**src/rtl/selrights_pkg.sv**
```systemverilog
package selrights_pkg;

    localparam int SEL_W  = 16;
    localparam int PL_W   = 2;
    localparam int WORD_W = 32;
    localparam int TYP_W  = 4;
    localparam int FLD_W  = PL_W + 1 + TYP_W;   // descriptor bits 14:8

    typedef enum logic [1:0] {
        Q_RIGHTS = 2'd0,
        Q_READ   = 2'd1,
        Q_WRITE  = 2'd2,
        Q_RSVD   = 2'd3
    } query_e;

    typedef struct packed {
        logic [PL_W-1:0]  dpl;
        logic             is_seg;
        logic             exec;
        logic             conf;
        logic             rw;
        logic [TYP_W-1:0] typ;
    } desc_f_t;

    // system types accepted by the rights query: 1,2,3,4,5,9,11,12
    localparam logic [(1<<TYP_W)-1:0] SYS_ACCEPT = 16'h1A3E;

    localparam logic [WORD_W-1:0] MASK_WIDE   = 32'h00FF_FF00;
    localparam logic [WORD_W-1:0] MASK_NARROW = 32'h0000_FF00;

    function automatic desc_f_t split_fields(logic [FLD_W-1:0] f);
        desc_f_t d;
        d.dpl    = f[FLD_W-1 -: PL_W];
        d.is_seg = f[TYP_W];
        d.typ    = f[TYP_W-1:0];
        d.exec   = f[3];
        d.conf   = f[2];
        d.rw     = f[1];
        return d;
    endfunction

    function automatic logic level_ok(logic [PL_W-1:0] dpl,
                                      logic [PL_W-1:0] cpl,
                                      logic [PL_W-1:0] rpl);
        return (dpl >= cpl) && (dpl >= rpl);
    endfunction

endpackage

```
**src/rtl/selrights_decode.sv**
```systemverilog
module selrights_decode
    import selrights_pkg::*;
(
    input  logic [SEL_W-1:0] sel,
    input  logic [FLD_W-1:0] hi_fields,
    output desc_f_t          fields,
    output logic             sel_null,
    output logic [PL_W-1:0]  rpl
);
    always_comb begin
        fields   = split_fields(hi_fields);
        sel_null = (sel[SEL_W-1:2] == '0);
        rpl      = sel[PL_W-1:0];
    end
endmodule

```
**src/rtl/selrights_judge.sv**
```systemverilog
module selrights_judge
    import selrights_pkg::*;
(
    input  desc_f_t         fields,
    input  logic [1:0]      kind,
    input  logic [PL_W-1:0] cpl,
    input  logic [PL_W-1:0] rpl,
    input  logic            sel_null,
    input  logic            in_table,
    output logic            grant,
    output logic            rights_grant
);
    logic   lvl;
    logic   ok;
    query_e q;

    always_comb begin
        q   = query_e'(kind);
        lvl = level_ok(fields.dpl, cpl, rpl);
        ok  = 1'b0;
        unique case (q)
            Q_RIGHTS: begin
                if (fields.is_seg)
                    ok = (fields.exec && fields.conf) || lvl;
                else
                    ok = SYS_ACCEPT[fields.typ] && lvl;
            end
            Q_READ: begin
                if (!fields.is_seg)
                    ok = 1'b0;
                else if (fields.exec)
                    ok = fields.rw && (fields.conf || lvl);
                else
                    ok = lvl;
            end
            Q_WRITE: begin
                ok = fields.is_seg && !fields.exec && fields.rw && lvl;
            end
            default: ok = 1'b0;
        endcase
        grant        = ok && !sel_null && in_table;
        rights_grant = grant && (q == Q_RIGHTS);
    end
endmodule

```
**src/rtl/selrights_mask.sv**
```systemverilog
module selrights_mask
    import selrights_pkg::*;
(
    input  logic [WORD_W-1:0] hi,
    input  logic              wide,
    input  logic              enable,
    output logic [WORD_W-1:0] rights
);
    always_comb begin
        if (!enable)
            rights = '0;
        else if (wide)
            rights = hi & MASK_WIDE;
        else
            rights = hi & MASK_NARROW;
    end
endmodule

```
**src/rtl/selrights_check.sv**
```systemverilog
module selrights_check
    import selrights_pkg::*;
(
    input  logic              clk,
    input  logic              rst,
    input  logic              req_valid,
    input  logic [15:0]       req_sel,
    input  logic [1:0]        req_cpl,
    input  logic [1:0]        req_kind,
    input  logic              req_wide,
    input  logic              req_in_table,
    input  logic [31:0]       req_desc_hi,
    output logic              rsp_done,
    output logic              rsp_zf,
    output logic [31:0]       rsp_rights
);
    desc_f_t           fields;
    logic              sel_null;
    logic [PL_W-1:0]   rpl;
    logic              grant;
    logic              rights_grant;
    logic [WORD_W-1:0] rights_nxt;

    selrights_decode u_decode (
        .sel       (req_sel),
        .hi_fields (req_desc_hi[FLD_W+7:8]),
        .fields    (fields),
        .sel_null  (sel_null),
        .rpl       (rpl)
    );

    selrights_judge u_judge (
        .fields       (fields),
        .kind         (req_kind),
        .cpl          (req_cpl),
        .rpl          (rpl),
        .sel_null     (sel_null),
        .in_table     (req_in_table),
        .grant        (grant),
        .rights_grant (rights_grant)
    );

    selrights_mask u_mask (
        .hi     (req_desc_hi),
        .wide   (req_wide),
        .enable (rights_grant),
        .rights (rights_nxt)
    );

    always_ff @(posedge clk) begin
        if (rst) begin
            rsp_done   <= 1'b0;
            rsp_zf     <= 1'b0;
            rsp_rights <= '0;
        end else begin
            rsp_done <= req_valid;
            if (req_valid) begin
                rsp_zf     <= grant;
                rsp_rights <= rights_nxt;
            end
        end
    end
endmodule

```
**config.mk**
```make
export PLATFORM = sky130hd
export DESIGN_NAME = selrights_check
export DESIGN_NICKNAME = d
export VERILOG_FILES = /design/src/rtl/selrights_pkg.sv /design/src/rtl/selrights_decode.sv /design/src/rtl/selrights_judge.sv /design/src/rtl/selrights_mask.sv /design/src/rtl/selrights_check.sv
export SDC_FILE = /design/constraint.sdc
export NUM_CORES = 1
export LEC_CHECK = 0
export BUFFER_PORTS_ARGS = -buffer_cell sky130_fd_sc_hd__buf_2
export CAP_MARGIN = 20
export CORE_AREA = 4 4 57 59
export CTS_CLUSTER_DIAMETER = 40
export DETAILED_ROUTE_END_ITERATION = 6
export DIE_AREA = 0 0 61 63
export GPL_TIMING_DRIVEN = 0
export PLACE_DENSITY = 0.76
export SKIP_CTS_REPAIR_TIMING = 1
export SLEW_MARGIN = 10
export SYNTH_ARGS = -nofsm -noshare
export SYNTH_HDL_FRONTEND = slang
export SYNTH_SLANG_ARGS = --single-unit
```
**constraint.sdc**
```tcl
create_clock -name clk -period 2 [get_ports clk]
set_input_delay 0.1 -clock clk [delete_from_list [all_inputs] [get_ports clk]]
set_output_delay 0.1 -clock clk [all_outputs]
set_load 0.005 [all_outputs]
```
==> results of run 1 <==
## layout make-up
type	instances	area (µm²)
fill	253	1370
tap	31	38.8
timing repair buffer	58	295
clock buffer	3	22.5
buffer	19	139
multi-input combinational	65	469
inverter	4	15.0
sequential	18	360
## cells in the final DEF, fill, tap and decap left out
cell / netlist / final
a211oi_1: 1 / 1
a211oi_4: 1 / 1
a21o_1: 2 / 2
a21oi_1: 2 / 2
a21oi_2: 2 / 2
a22o_1: 1 / 1
a22o_2: 7 / 7
a32o_1: 6 / 6
a32o_2: 2 / 2
and2_1: 1 / 1
buf_1: 1 / 1
buf_2: 0 / 57
buf_4: 16 / 16
buf_6: 1 / 1
clkbuf_1: 1 / 1
clkbuf_4: 0 / 3
conb_1: 1 / 16
dfxtp_1: 18 / 18
dlygate4sd3_1: 0 / 1
ha_1: 4 / 4
inv_1: 3 / 3
inv_2: 1 / 1
nand2_1: 3 / 3
nand2b_1: 2 / 2
nand2b_4: 1 / 1
nand3_1: 2 / 2
nand4_1: 1 / 1
nand4b_1: 1 / 1
nor2_1: 4 / 4
nor2b_2: 1 / 1
nor4_1: 3 / 3
o21a_1: 1 / 1
o21ai_2: 1 / 1
## worst max path at each step
stage,from,endpoint,cells past startpoint
6_report,rst,rsp_rights[23]$_SDFFE_PP0P_,8
5_1_grt,rst,rsp_rights[23]$_SDFFE_PP0P_,8
4_1_cts,req_desc_hi[13],rsp_rights[23]$_SDFFE_PP0P_,9
3_5_place_dp,req_desc_hi[13],rsp_rights[23]$_SDFFE_PP0P_,9
3_3_place_gp,req_desc_hi[13],rsp_rights[23]$_SDFFE_PP0P_,9
2_1_floorplan,req_desc_hi[13],rsp_rights[22]$_SDFFE_PP0P_,8
## flip-flops by register name, indices dropped and copies added, names as in the netlist
signal and cells:
rsp_done 1, rsp_rights 16, rsp_zf 1
## routing by layer
metal / global-route usage [%] / wire length (µm) / share of wire [%]
met1: 14.8 / 937 / 40
met2: 20.6 / 1150 / 49
met3: 3.51 / 253 / 11
met4: 3.25 / 4 / 0.17
met5: 0 / 0 / 0
## stage by stage
step	power, W	cells	util, %
6_report	0.000662	198	49.4
5_1_grt	0.000701	198	49.4
4_1_cts	0.000670	197	49.1
3_5_place_dp	0.000496	194	48.2
3_3_place_gp	0.000491	194	48.2
2_1_floorplan	0.000441	106	-
## worst max-delay path: stages
cell and delay [ps]:
dlygate4sd3_1 540, buf_2 130, nor2b_2 100, and2_1 150, nand3_1 130, a211oi_4 350, buf_6 200, a32o_2 170
## cell families (layout without fill, tap and decap cells)
group                    Yosys count  count (layout)  synth area share (%)
AO/OA/AOI/OAI                     26              26                  26.7
buffers and inverters             23              84                  16.6
AND/OR/NAND/NOR                   19              19                  12.0
flip-flops                        18              18                  38.9
adder cells (fa/ha/maj)            4               4                  5.40
other                              1              16                 0.404
## power breakdown
part,switching (W),total [W],internal [W],leakage [nW]
clock network,0.000102,0.000172,0.0000698,0.0138
registers,0.000000888,0.000362,0.000361,0.145
logic,0.0000580,0.000128,0.0000701,0.577
==> results by stage, run 1 <==
Outcome:
- The run finished with clean final reports.

Place:
- Detailed placement finished with a half-perimeter wire length of between 2 and 2.5 mm.
- Routability-driven placement finished with a final weighted congestion of between 0.7 and 0.8.
- The post-place setup slack is between 200 and 300 ps.
- The port buffer count is 57.
- Summing all placed instances gives a cell area of approximately 0.0013 mm².

CTS:
- The clock tree from TritonCTS is done.
- The H-tree level count is 1.
- Counting the buffers created by CTS gives 3.
- The clock latency at the later pin of the worst-skew pair is 280 ps.
- Clock-pin slew was measured on the worst setup and hold paths at around 100 ps.
- The tree built by TritonCTS fans out to 18 sinks.
- The worst-case clock buffer depth is 2.
- Clock tree synthesis selected as its root buffer the cell clkbuf_4.

Synth:
- The number of distinct library cell variants in the gate-level netlist after synthesis is 30.
- The share of synthesized area occupied by flip-flops and latches is 38.9%.
- The flop and latch count out of synthesis is 18.
- The post-synthesis instance area is 927 µm².
- The top cell type's share of synthesized area is about two fifths.
- The post-synthesis area per instance is 10.2 µm².
- Yosys mapped a number of flops with a built-in enable equal to 0.
- Among all flip-flop cells after synthesis, the most frequent one is dfxtp_1.
- The biggest area consumer among synthesized cells is dfxtp_1.
- The cell with the most instances after synthesis is dfxtp_1.
- During synthesis, Yosys emitted a total of 0 warnings.
- The cell count after synthesis is 91.
- After synthesis, the cell types taking the most area are dfxtp_1 (39%), buf_4 (13%), a22o_2 (7.6%).
- The share of flip-flops with an asynchronous set or reset after synthesis is 0%.
- Ranked by instance count, the synthesized netlist is headed by dfxtp_1 (18), buf_4 (16), a22o_2 (7).

Route:
- After the first detailed-routing iteration, the DRC count stood at 9.
- The number of detailed-routing iterations run before antenna repair is 3.
- Using the TritonRoute via totals, the vias-per-cell ratio works out to between 4 and 5.
- In the final routed layout, each cell accounts on average for between 10 and 15 µm.
- Once detail routing completed, the nets flagged for antenna violations numbered 0.
- The DRC violation count after routing is 0.
- The total wire length after detailed routing is 2.35 mm.
- The number of vias after detailed routing is 867.

Global route:
- Entering global routing, the biggest net connects 11 pins.
- The via count of the first global-routing pass came to between 800 and 900.
- The first global-routing pass estimated 3.72 mm of wire.
- Global routing used between 10% and 20% of the available tracks.
- Global routing finished with a remaining overflow of 0.
- The number of antenna violations at the first check in global routing is 0.

Hold path:
- The cell count of the worst hold path is 2.
- The endpoint with the worst hold slack is rsp_rights[15]$_SDFFE_PP0P_.
- In this run the most critical hold path is launched from req_desc_hi[15].
- The min-delay analysis places its worst path in the category input pin to flop.

Timing:
- The worst slew margin relative to its limit is between 60% and 70%.
- Setup total negative slack on the finished layout was measured at 0 ps.
- The final critical path takes up ~83% of the cycle.
- Setup violations remaining at the end of the flow were counted as 0.
- The peak clock frequency supported by timing is 606 MHz.
- The max-slew violation total from the final report is 0.
- The number of failing hold endpoints at the final stage is 0.
- The final setup slack of the worst path is ~350 ps.
- Final hold analysis gives a worst-case slack of between 30 and 40 ps.
- Setup repair after global routing left no endpoint under its margin.
- At the pin with the least slew margin, the transition time is 495 ps.
- Between clock sinks in the finished design, the worst skew comes to 0 ps.
- The clock period minus final worst setup slack is approximately 1700 ps.

Critical path:
- For the worst flop-to-flop path, the logic depth is 1.
- The type of the worst setup path is input pin to flop.
- The launching element type of the critical path is an input pin.
- For flop-to-flop paths, the worst setup slack is around 1400 ps.
- The worst setup path is captured at a flop.
- In this run the critical register-to-register path is launched from rsp_rights[23]$_SDFFE_PP0P_.
- Data on the critical path arrives at its endpoint at approximately 1900 ps.
- The maximum fanout count along the critical path is 10.
- The destination of the worst register-to-register timing path is rsp_rights[23]$_SDFFE_PP0P_.
- Data on the critical path is required at its endpoint by between 2000 and 2500 ps.

Power and ir drop:
- The largest voltage drop on the vdd net is ~0.32 mV.
- The static leakage is approximately 0.74 nW.
- Power spread over the standard cell area amounts to 494 mW/mm².

Floorplanning:
- The floorplan die height is 63 µm.
- The core area is between 0.002 and 0.003 mm².
- Once the floorplan was initialized, standard cells occupied 34.2% of the core.
- The floorplan has 19 rows.
- The area of the die is 0.00384 mm².
- In this run the count of I/O pins placed on the die edge is 91.
- The die width is between 60 and 70 µm.

Final layout:
- The post-route cell area is about 0.0013 mm².
- The number of diodes added for antenna fixing is 0.
- The final net count is between 200 and 250.
- In the final layout, the share of cells above drive strength 1 is 55.7%.
- The layout overhead on the synthesized area is 44.5%.

Job:
- Max-cap violations in this run came to 0.
(Power assumes the default switching activity.)
==> run 2, diff against run 1 <==
--- a/config.mk
+++ b/config.mk
@@ -5,14 +5,15 @@
 export SDC_FILE = /design/constraint.sdc
 export NUM_CORES = 1
 export LEC_CHECK = 0
+export ABC_AREA = 1
 export BUFFER_PORTS_ARGS = -buffer_cell sky130_fd_sc_hd__buf_2
 export CAP_MARGIN = 20
-export CORE_AREA = 4 4 57 59
+export CORE_AREA = 4 4 61 63
 export CTS_CLUSTER_DIAMETER = 40
 export DETAILED_ROUTE_END_ITERATION = 6
-export DIE_AREA = 0 0 61 63
+export DIE_AREA = 0 0 65 67
 export GPL_TIMING_DRIVEN = 0
-export PLACE_DENSITY = 0.76
+export PLACE_DENSITY = 0.73
 export SKIP_CTS_REPAIR_TIMING = 1
 export SLEW_MARGIN = 10
 export SYNTH_ARGS = -nofsm -noshare
==> constraint.sdc (replaced) <==
create_clock -name clk -period 1.5 [get_ports clk]
set_input_delay 0.075 -clock clk [delete_from_list [all_inputs] [get_ports clk]]
set_output_delay 0.075 -clock clk [all_outputs]
set_load 0.005 [all_outputs]
==> run 2 against run 1 <==
Against the previous run: clock skew did not move; register-to-register slack got worse by 490 ps; critical path type unchanged; global-route usage fell by 0.88 points; clock power rose by 72%; highest routed layer unchanged; area after synthesis increased by 11%.
==> results by stage, run 2 <==
Outcome:
- Run status: finished clean (unchanged).

Synth:
- The post-synthesis area per instance was 7.13 µm² (was 10.2 µm²).
- The portion of netlist area occupied by mux cells came to 0% (unchanged).
- The cell count after synthesis is 145 (was 91).
- The area share of fa/ha/maj cells after synthesis is 4.84% (was 5.40%).
- The dominant combinational cell family by area after synthesis is simple AND/OR/NAND/NOR gates (was compound AO/OA/AOI/OAI gates).
- Biggest area contributors in the synthesized netlist: dfxtp_1 (35%), buf_4 (12%), nand2_1 (11%) (was dfxtp_1 (39%), buf_4 (13%), a22o_2 (7.6%)).
- The cell with the most instances after synthesis is nand2_1 (was dfxtp_1).
- The simple logic cell fraction of the synthesized area was 32.0% (was 12.0%).
- The top cell type's share of synthesized area is 34.9% (was 38.9%).
- The xor and xnor fraction of the mapped netlist area is 0% (unchanged).
- The number of enable-type register cells in the synthesized netlist was 0 (unchanged).
- The number of warnings reported in the yosys synthesis log is 0 (unchanged).
- The biggest area consumer among synthesized cells was dfxtp_1 (unchanged).
- The flop and latch count out of synthesis was 18 (unchanged).
- Most numerous cell types in the synthesized netlist: nand2_1 (31), dfxtp_1 (18), a21oi_1 (17), buf_4 (17) (was dfxtp_1 (18), buf_4 (16), a22o_2 (7)).
- The share of the synthesized area in compound gates (AO/OA/AOI/OAI) is 9.44% (was 26.7%).
- The share of synthesized area occupied by flip-flops and latches was 34.9% (was 38.9%).
- The share of flip-flops with an asynchronous set or reset after synthesis was 0% (unchanged).
- The number of distinct library cell variants in the gate-level netlist after synthesis was 20 (was 30).
- The predominant post-synthesis flop cell is dfxtp_1 (unchanged).
- The post-synthesis instance area was 0.00103 mm² (was 927 µm²).

Place:
- The number of placed cells counting well taps is 263 (was 194).
- The standard cell area after detailed placement came to 0.00143 mm² (was 0.00131 mm²).
- The routability-driven placement congestion ratio is 0.700 (was 0.796).
- The HPWL after detailed placement was 2.11 mm (was 2.00 mm).
- The port buffer count is 57 (unchanged).

Critical path:
- The kind of cell adding the most delay to the critical path is simple AND/OR/NAND/NOR gates (was buffers and inverters).
- The launching element type of the critical path was an input pin (unchanged).
- The critical-path cell with the highest stage delay was ha_1 (was dlygate4sd3_1).
- The total buffers and inverters traversed by the critical path came to 2 (was 3).
- List of cells traversed by the critical path: buf_2, ha_1, nand2_1, nand3_1, nand2_1, nand2_1, nand3_1, nor2_4, buf_6, nand4_1, a21oi_1 (was dlygate4sd3_1, buf_2, nor2b_2, and2_1, nand3_1, a211oi_4, buf_6, a32o_2).
- The cell seen most often among critical-path stages is nand2_1.
- The cell depth of the worst flop-to-flop path is 2 (was 1).
- The data arrival at the endpoint of the critical path is 1400 ps (was 1880 ps).
- The kind of capture point of the worst setup path is a flop (unchanged).
- The cell depth of the worst setup path is 11 (was 8).
- The type of the worst setup path is input pin to flop (unchanged).
- The required time at the worst-slack endpoint is 1730 ps (was 2230 ps).
- The maximum fanout count along the critical path is 10 (unchanged).
- The largest stage delay on the critical path is 290 ps (was 540 ps).

CTS:
- The worst-case clock buffer depth is 2 (unchanged).
- The clock net sink count is 18 (unchanged).
- The buffer type at the clock tree root is clkbuf_4 (unchanged).
- The clock-pin slew of the registers on the worst-case setup and hold paths is 100 ps (about the same).
- The number of CTS-inserted buffers is 3 (unchanged).
- The clock latency at the later pin of the worst-skew pair came to 290 ps (was 280 ps).
- The H-tree level count is 1 (unchanged).
- The clock tree from TritonCTS is done (unchanged).

Hold path:
- The path type of the worst min-delay path is input pin to flop (unchanged).
- The cell count of the worst hold path is 3 (was 2).

Floorplanning:
- The die width was 65 µm (was 61 µm).
- The count of pins on the block boundary is 91 (unchanged).
- The floorplan die height is 67 µm (was 63 µm).
- The starting density of the core was 32.0% (was 34.2%).
- The core area came to 0.00323 mm² (was 0.00271 mm²).
- The area of the die came to 0.00436 mm² (was 0.00384 mm²).
- The number of rows in the core area was 21 (was 19).

Final layout:
- Regs by FF count: rsp_rights: 16 flops, rsp_done: 1 flops, rsp_zf: 1 flops (unchanged).
- The final cell count without fillers is 267 (was 198).
- The layout overhead on the synthesized area is 42.1% (was 44.5%).
- The post-route cell area was 0.00147 mm² (was 0.00134 mm²).
- The register ranked first by flip-flop count is rsp_rights (unchanged).
- Most frequent cells in the layout: buf_2 (57), nand2_1 (31), dfxtp_1 (18) (was buf_2 (57), dfxtp_1 (18), buf_4 (16), conb_1 (16), a22o_2 (7)).
- The number of flip-flops under the largest register name is 16 (unchanged).
- The number of diodes added for antenna fixing is 0 (unchanged).
- The fraction of final layout cells with drive strength greater than 1 is 37.6% (was 55.7%).
- The final net count is 283 (was 230).
- The commonest non-fill, non-tap cell in the layout is buf_2 (unchanged).

Route:
- The sum of met3 wire segment lengths after detailed routing came to 210 µm (was 253 µm).
- The total wire length after detailed routing was 2.54 mm (was 2.35 mm).
- The highest metal layer used by the detailed router was met4 (unchanged).
- The post-route antenna net violation count is 0 (unchanged).
- The number of detailed-routing iterations run before antenna repair is 4 (was 3).
- The number of vias after detailed routing is 1115 (was 867).
- The violation count after the first detailed-route iteration is 45 (was 9).
- The per-cell routed wire length is 9.53 µm (was 11.9 µm).
- The met2 routed wirelength came to 1.20 mm (was 1.15 mm).
- The DRC violation count after routing is 0 (unchanged).
- The met1 layer wirelength in the final routing is 1.09 mm (was 937 µm).
- The post-detailed-route via-to-cell ratio is 4.18 (was 4.38).

Job:
- The number of max-cap violations came to 0 (unchanged).

Timing:
- The max-slew violation total from the final report came to 0 (unchanged).
- The fraction of the cycle the final worst path needs is 78.3%.
- The number of failing hold endpoints at the final stage is 0 (unchanged).
- Counting I/O delays and the setup requirement, the final critical path takes between 1000 and 1500 ps.
- Unrepaired setup endpoints after global routing: false (unchanged).
- The final-layout setup total negative slack is 0 ps (unchanged).
- The post-route clock skew is 0 ps (unchanged).
- Timing would allow up to about 850 MHz.
- The tightest hold margin is 30.7 ps (was 36.6 ps).
- The count of final setup violators is 0 (unchanged).

Global route:
- The via count of the first global-routing pass is 922 (was 874).
- The number of antenna violations at the first check in global routing is 0 (unchanged).
- The global-route congestion overflow total is 0 (unchanged).
- The pin count of the biggest net entering global routing is 11 (unchanged).
- The total global routing track utilization is 11.3% (was 12.2%).
- The wire length of the first global-routing pass was 3.83 mm (was 3.72 mm).

Power and ir drop:
- The static leakage came to 0.755 nW (was 0.736 nW).
- The power per standard cell area is 664 mW/mm² (was 494 mW/mm²).
- The post-layout total power is 0.000975 W (was 0.000662 W).
- The largest voltage drop on the vdd net came to 0.242 mV (was 0.324 mV).
## run 2: cell types whose count changed in the layout (fill, tap and decap cells not counted), moves of 7 or more
cell / previous run / this run
a22o_2: 7 / 0
nor2_1: 4 / 13
nand2_1: 3 / 31
nand4_1: 1 / 9
a21oi_1: 2 / 17
nand3_1: 2 / 13
## run 2: through the flow
step           utilization, %  worst slack (ps)
2_1_floorplan               -               275
3_3_place_gp             44.3              19.5
3_5_place_dp             44.3             -6.77
4_1_cts                  45.5               301
5_1_grt                  45.5               178
6_report                 45.5               325
## run 2: area by class of cell
type | instances | area, µm²
fill | 353 | 1760
multi-input combinational | 110 | 538
sequential | 18 | 360
timing repair buffer | 57 | 285
buffer | 22 | 154
tap | 46 | 57.6
inverter | 10 | 37.5
clock buffer | 4 | 36.3
## run 2: kinds of logic after synthesis
kind of cell / after synthesis
other: 1
AND/OR/NAND/NOR: 71
flip-flops: 18
AO/OA/AOI/OAI: 19
adder cells (fa/ha/maj): 4
buffers and inverters: 32
## run 2: worst min-delay path: stages
cell     delay [ps]
buf_2            90
nand3_1          70
a21oi_1          50
## run 2: final timing paths
path / from / endpoint / slack [ps]
hold reg to reg: rsp_rights[23]$_SDFFE_PP0P_ / rsp_rights[23]$_SDFFE_PP0P_ / 460
hold / removal: req_desc_hi[20] / rsp_rights[20]$_SDFFE_PP0P_ / 30
setup / recovery: req_desc_hi[14] / rsp_rights[13]$_SDFFE_PP0P_ / 330
setup reg to reg: rsp_rights[12]$_SDFFE_PP0P_ / rsp_rights[12]$_SDFFE_PP0P_ / 860
## run 2: metal layers
metal / track usage [%] / up-vias
met5: 0 / -
met4: 4.49 / 0
met3: 3.20 / 7
met2: 19.0 / 49
met1: 13.6 / 462
li1: - / 597
## run 2: where the power goes
part | total (W) | switching, W | internal, W | leakage [nW]
clock | 0.000295 | 0.000147 | 0.000148 | 0.0210
sequential | 0.000483 | 0.00000134 | 0.000481 | 0.145
combinational | 0.000198 | 0.0000990 | 0.0000988 | 0.589
==> run 3, diff against run 2 <==
--- a/config.mk
+++ b/config.mk
@@ -5,15 +5,15 @@
 export SDC_FILE = /design/constraint.sdc
 export NUM_CORES = 1
 export LEC_CHECK = 0
-export ABC_AREA = 1
+export ABC_AREA = 0
 export BUFFER_PORTS_ARGS = -buffer_cell sky130_fd_sc_hd__buf_2
 export CAP_MARGIN = 20
-export CORE_AREA = 4 4 61 63
+export CORE_AREA = 4 4 59 61
 export CTS_CLUSTER_DIAMETER = 40
 export DETAILED_ROUTE_END_ITERATION = 6
-export DIE_AREA = 0 0 65 67
+export DIE_AREA = 0 0 63 65
 export GPL_TIMING_DRIVEN = 0
-export PLACE_DENSITY = 0.73
+export PLACE_DENSITY = 0.74
 export SKIP_CTS_REPAIR_TIMING = 1
 export SLEW_MARGIN = 10
 export SYNTH_ARGS = -nofsm -noshare
==> constraint.sdc (replaced) <==
create_clock -name clk -period 0.95 [get_ports clk]
set_input_delay 0.0475 -clock clk [delete_from_list [all_inputs] [get_ports clk]]
set_output_delay 0.0475 -clock clk [all_outputs]
set_load 0.005 [all_outputs]
==> run 3 against run 2 <==
Against the previous run: clock skew stayed put; the run now ends with negative setup slack left; total power increased by 62%; count of clock-buffer cells in the layout stayed put; global-route usage decreased by 0.49 points; utilization increased by 6.8 points.
==> results by stage, run 3 (same netlist as run 1, synthesis figures left out) <==
Power and ir drop:
- The power per standard cell area is 1010 mW/mm² (was 664 mW/mm²).
- The register share of total power is 48.3% (was 49.5%).
- The relative contribution of the clock network to total power came to 29.9% (was 30.2%).
- The fraction of power spent switching nets came to 24.5% (was 25.4%).
- The static leakage is 0.838 nW (was 0.755 nW).
- The net switching power figure is 0.000385 W (was 0.000247 W).
- The combinational share of power is 21.8% (was 20.3%).
- The post-layout total power is 0.00158 W (was 0.000975 W).
- The internal cell power is 0.00119 W (was 0.000728 W).
- The largest voltage drop on the vdd net was 0.874 mV (was 0.242 mV).

Place:
- The number of placed cells counting well taps is 196 (was 263).
- The port buffer count is 57 (unchanged).
- The HPWL after detailed placement is 1.90 mm (was 2.11 mm).
- The routability-driven placement congestion ratio is 0.696 (was 0.700).
- The post-place setup slack is -706 ps (was -6.77 ps).

Timing:
- The post-route clock skew is 0 ps (unchanged).
- The final setup slack of the worst path is -284 ps (was 325 ps).
- Unrepaired setup endpoints after global routing: true (was false).
- For the pin with the worst max-slew slack, the measured transition is around 570 ps.
- Of the available clock period, the critical path in the final layout requires 130%.
- The peak clock frequency supported by timing is 811 MHz.
- The max-slew violation total from the final report came to 0 (unchanged).
- The number of failing hold endpoints at the final stage is 0 (unchanged).
- In this run the tightest slew margin relative to its limit is 62.2%.
- The clock period minus final worst setup slack is roughly 1200 ps.
- The count of final setup violators is 17 (was 0).

Final layout:
- The layout overhead on the synthesized area is 67.9% (was 42.1%).
- Most frequent cells in the layout: buf_2 (55), buf_4 (20), dfxtp_1 (18) (was buf_2 (57), nand2_1 (31), dfxtp_1 (18)).
- The fraction of final layout cells with drive strength greater than 1 came to 59.9% (was 37.6%).
- The final design utilization is 52.3% (was 45.5%).
- The number of diodes added for antenna fixing is 0 (unchanged).
- The number of flip-flops under the largest register name was 16 (unchanged).
- The commonest non-fill, non-tap cell in the layout is buf_2 (unchanged).
- The register ranked first by flip-flop count is rsp_rights (unchanged).
- The final net count was 239 (was 283).
- The final cell count without fillers is 210 (was 267).
- Regs by FF count: rsp_rights: 16 flops, rsp_done: 1 flops, rsp_zf: 1 flops (unchanged).

Outcome:
- The checks that failed: negative setup slack.
- Run status: complete, but fails checks (was finished clean).

Critical path:
- The largest stage delay on the critical path is 350 ps (was 290 ps).
- The critical-path cell with the highest stage delay is a211oi_4 (was ha_1).
- The maximum fanout count along the critical path was 5 (was 10).
- The launching element type of the critical path is an input pin (unchanged).
- The data arrival at the endpoint of the critical path is 1470 ps (was 1400 ps).
- The kind of cell adding the most delay to the critical path was compound AO/OA/AOI/OAI gates (was simple AND/OR/NAND/NOR gates).
- List of cells traversed by the critical path: buf_12, inv_12, ha_4, nand2b_4, a21oi_2, o21a_1, a211oi_4, buf_6, a32o_2 (was buf_2, ha_1, nand2_1, nand3_1, nand2_1, nand2_1, nand3_1, nor2_4, buf_6, nand4_1, a21oi_1).
- The kind of capture point of the worst setup path is a flop (unchanged).
- The type of the worst setup path is input pin to flop (unchanged).
- The total buffers and inverters traversed by the critical path is 3 (was 2).
- The required time at the worst-slack endpoint came to 1180 ps (was 1730 ps).

Route:
- The post-route antenna net violation count came to 0 (unchanged).
- The total wire length after detailed routing came to 2.38 mm (was 2.54 mm).
- The number of detailed-routing iterations run before antenna repair came to 4 (unchanged).
- The per-cell routed wire length is 11.3 µm (was 9.53 µm).
- The DRC violation count after routing came to 0 (unchanged).
- The post-detailed-route via-to-cell ratio is 4.43 (was 4.18).
- The violation count after the first detailed-route iteration is 6 (was 45).
- The number of vias after detailed routing is 931 (was 1115).

Floorplanning:
- The floorplan die height is 65 µm (was 67 µm).
- The starting density of the core is 31.1% (was 32.0%).
- The core area came to 0.00298 mm² (was 0.00323 mm²).
- The number of rows in the core area is 20 (was 21).
- The die width was 63 µm (was 65 µm).
- The count of pins on the block boundary is 91 (unchanged).
- The area of the die is 0.00410 mm² (was 0.00436 mm²).

Global route:
- The pin count of the biggest net entering global routing was 11 (unchanged).
- The total global routing track utilization was 10.8% (was 11.3%).
- The global-route congestion overflow total is 0 (unchanged).
- The wire length of the first global-routing pass is 3.60 mm (was 3.83 mm).
- The via count of the first global-routing pass is 846 (was 922).
- The number of antenna violations at the first check in global routing is 0 (unchanged).

CTS:
- The worst-case clock buffer depth is 2 (unchanged).
- The clock latency at the later pin of the worst-skew pair is 290 ps (about the same).
- The clock tree from TritonCTS is done (unchanged).
- The number of CTS-inserted buffers was 3 (unchanged).
- The clock-pin slew of the registers on the worst-case setup and hold paths is 100 ps (about the same).
- The buffer type at the clock tree root was clkbuf_4 (unchanged).
- The H-tree level count is 1 (unchanged).
- The clock net sink count is 18 (unchanged).

Job:
- The number of max-cap violations was 0 (unchanged).

Hold path:
- The path type of the worst min-delay path is input pin to flop (unchanged).
[run 3: path summary, 6_finish.rpt]
kind | from | end | slack [ps] | depth (start not counted)
setup / recovery | req_desc_hi[13] | rsp_rights[22]$_SDFFE_PP0P_ | -280 | 9
hold / removal | req_desc_hi[16] | rsp_rights[16]$_SDFFE_PP0P_ | 3 | 2
setup reg to reg | rsp_rights[23]$_SDFFE_PP0P_ | rsp_rights[23]$_SDFFE_PP0P_ | 300 | 1
hold reg to reg | rsp_zf$_SDFFE_PP0P_ | rsp_zf$_SDFFE_PP0P_ | 450 | 1
[run 3: routing by layer]
metal | GRT usage [%] | vias to the layer above | share of wire, %
met2 | 18.1 | 45 | 47
met4 | 3.31 | 0 | 0.50
met5 | 0 | - | 0
met3 | 2.77 | 2 | 9.4
li1 | - | 478 | -
met1 | 13.7 | 406 | 43
[run 3: layout make-up]
type / instances / area, µm²
inverter: 4 / 27.5
timing repair buffer: 67 / 398
sequential: 18 / 360
multi-input combinational: 65 / 554
fill: 280 / 1420
clock buffer: 4 / 36.3
buffer: 19 / 139
tap: 33 / 41.3
[run 3: power by group through the flow]
stage          logic (W)  registers (W)  clock network (W)
2_1_floorplan   0.000166       0.000780                  0
3_3_place_gp    0.000285       0.000779                  0
3_5_place_dp    0.000291       0.000779                  0
4_1_cts         0.000292       0.000762           0.000489
5_1_grt         0.000381       0.000763           0.000527
6_report        0.000344       0.000762           0.000471
[run 3: per-stage QoR]
stage	TNS, ps	instance area [µm²]	hold slack, ps
4_1_cts	-5180	1400	-80.7
3_5_place_dp	-10500	1360	235
3_3_place_gp	-10270	1360	233
5_1_grt	-5080	1560	-4.14
2_1_floorplan	-4640	1030	118
6_report	-4070	1560	3.32
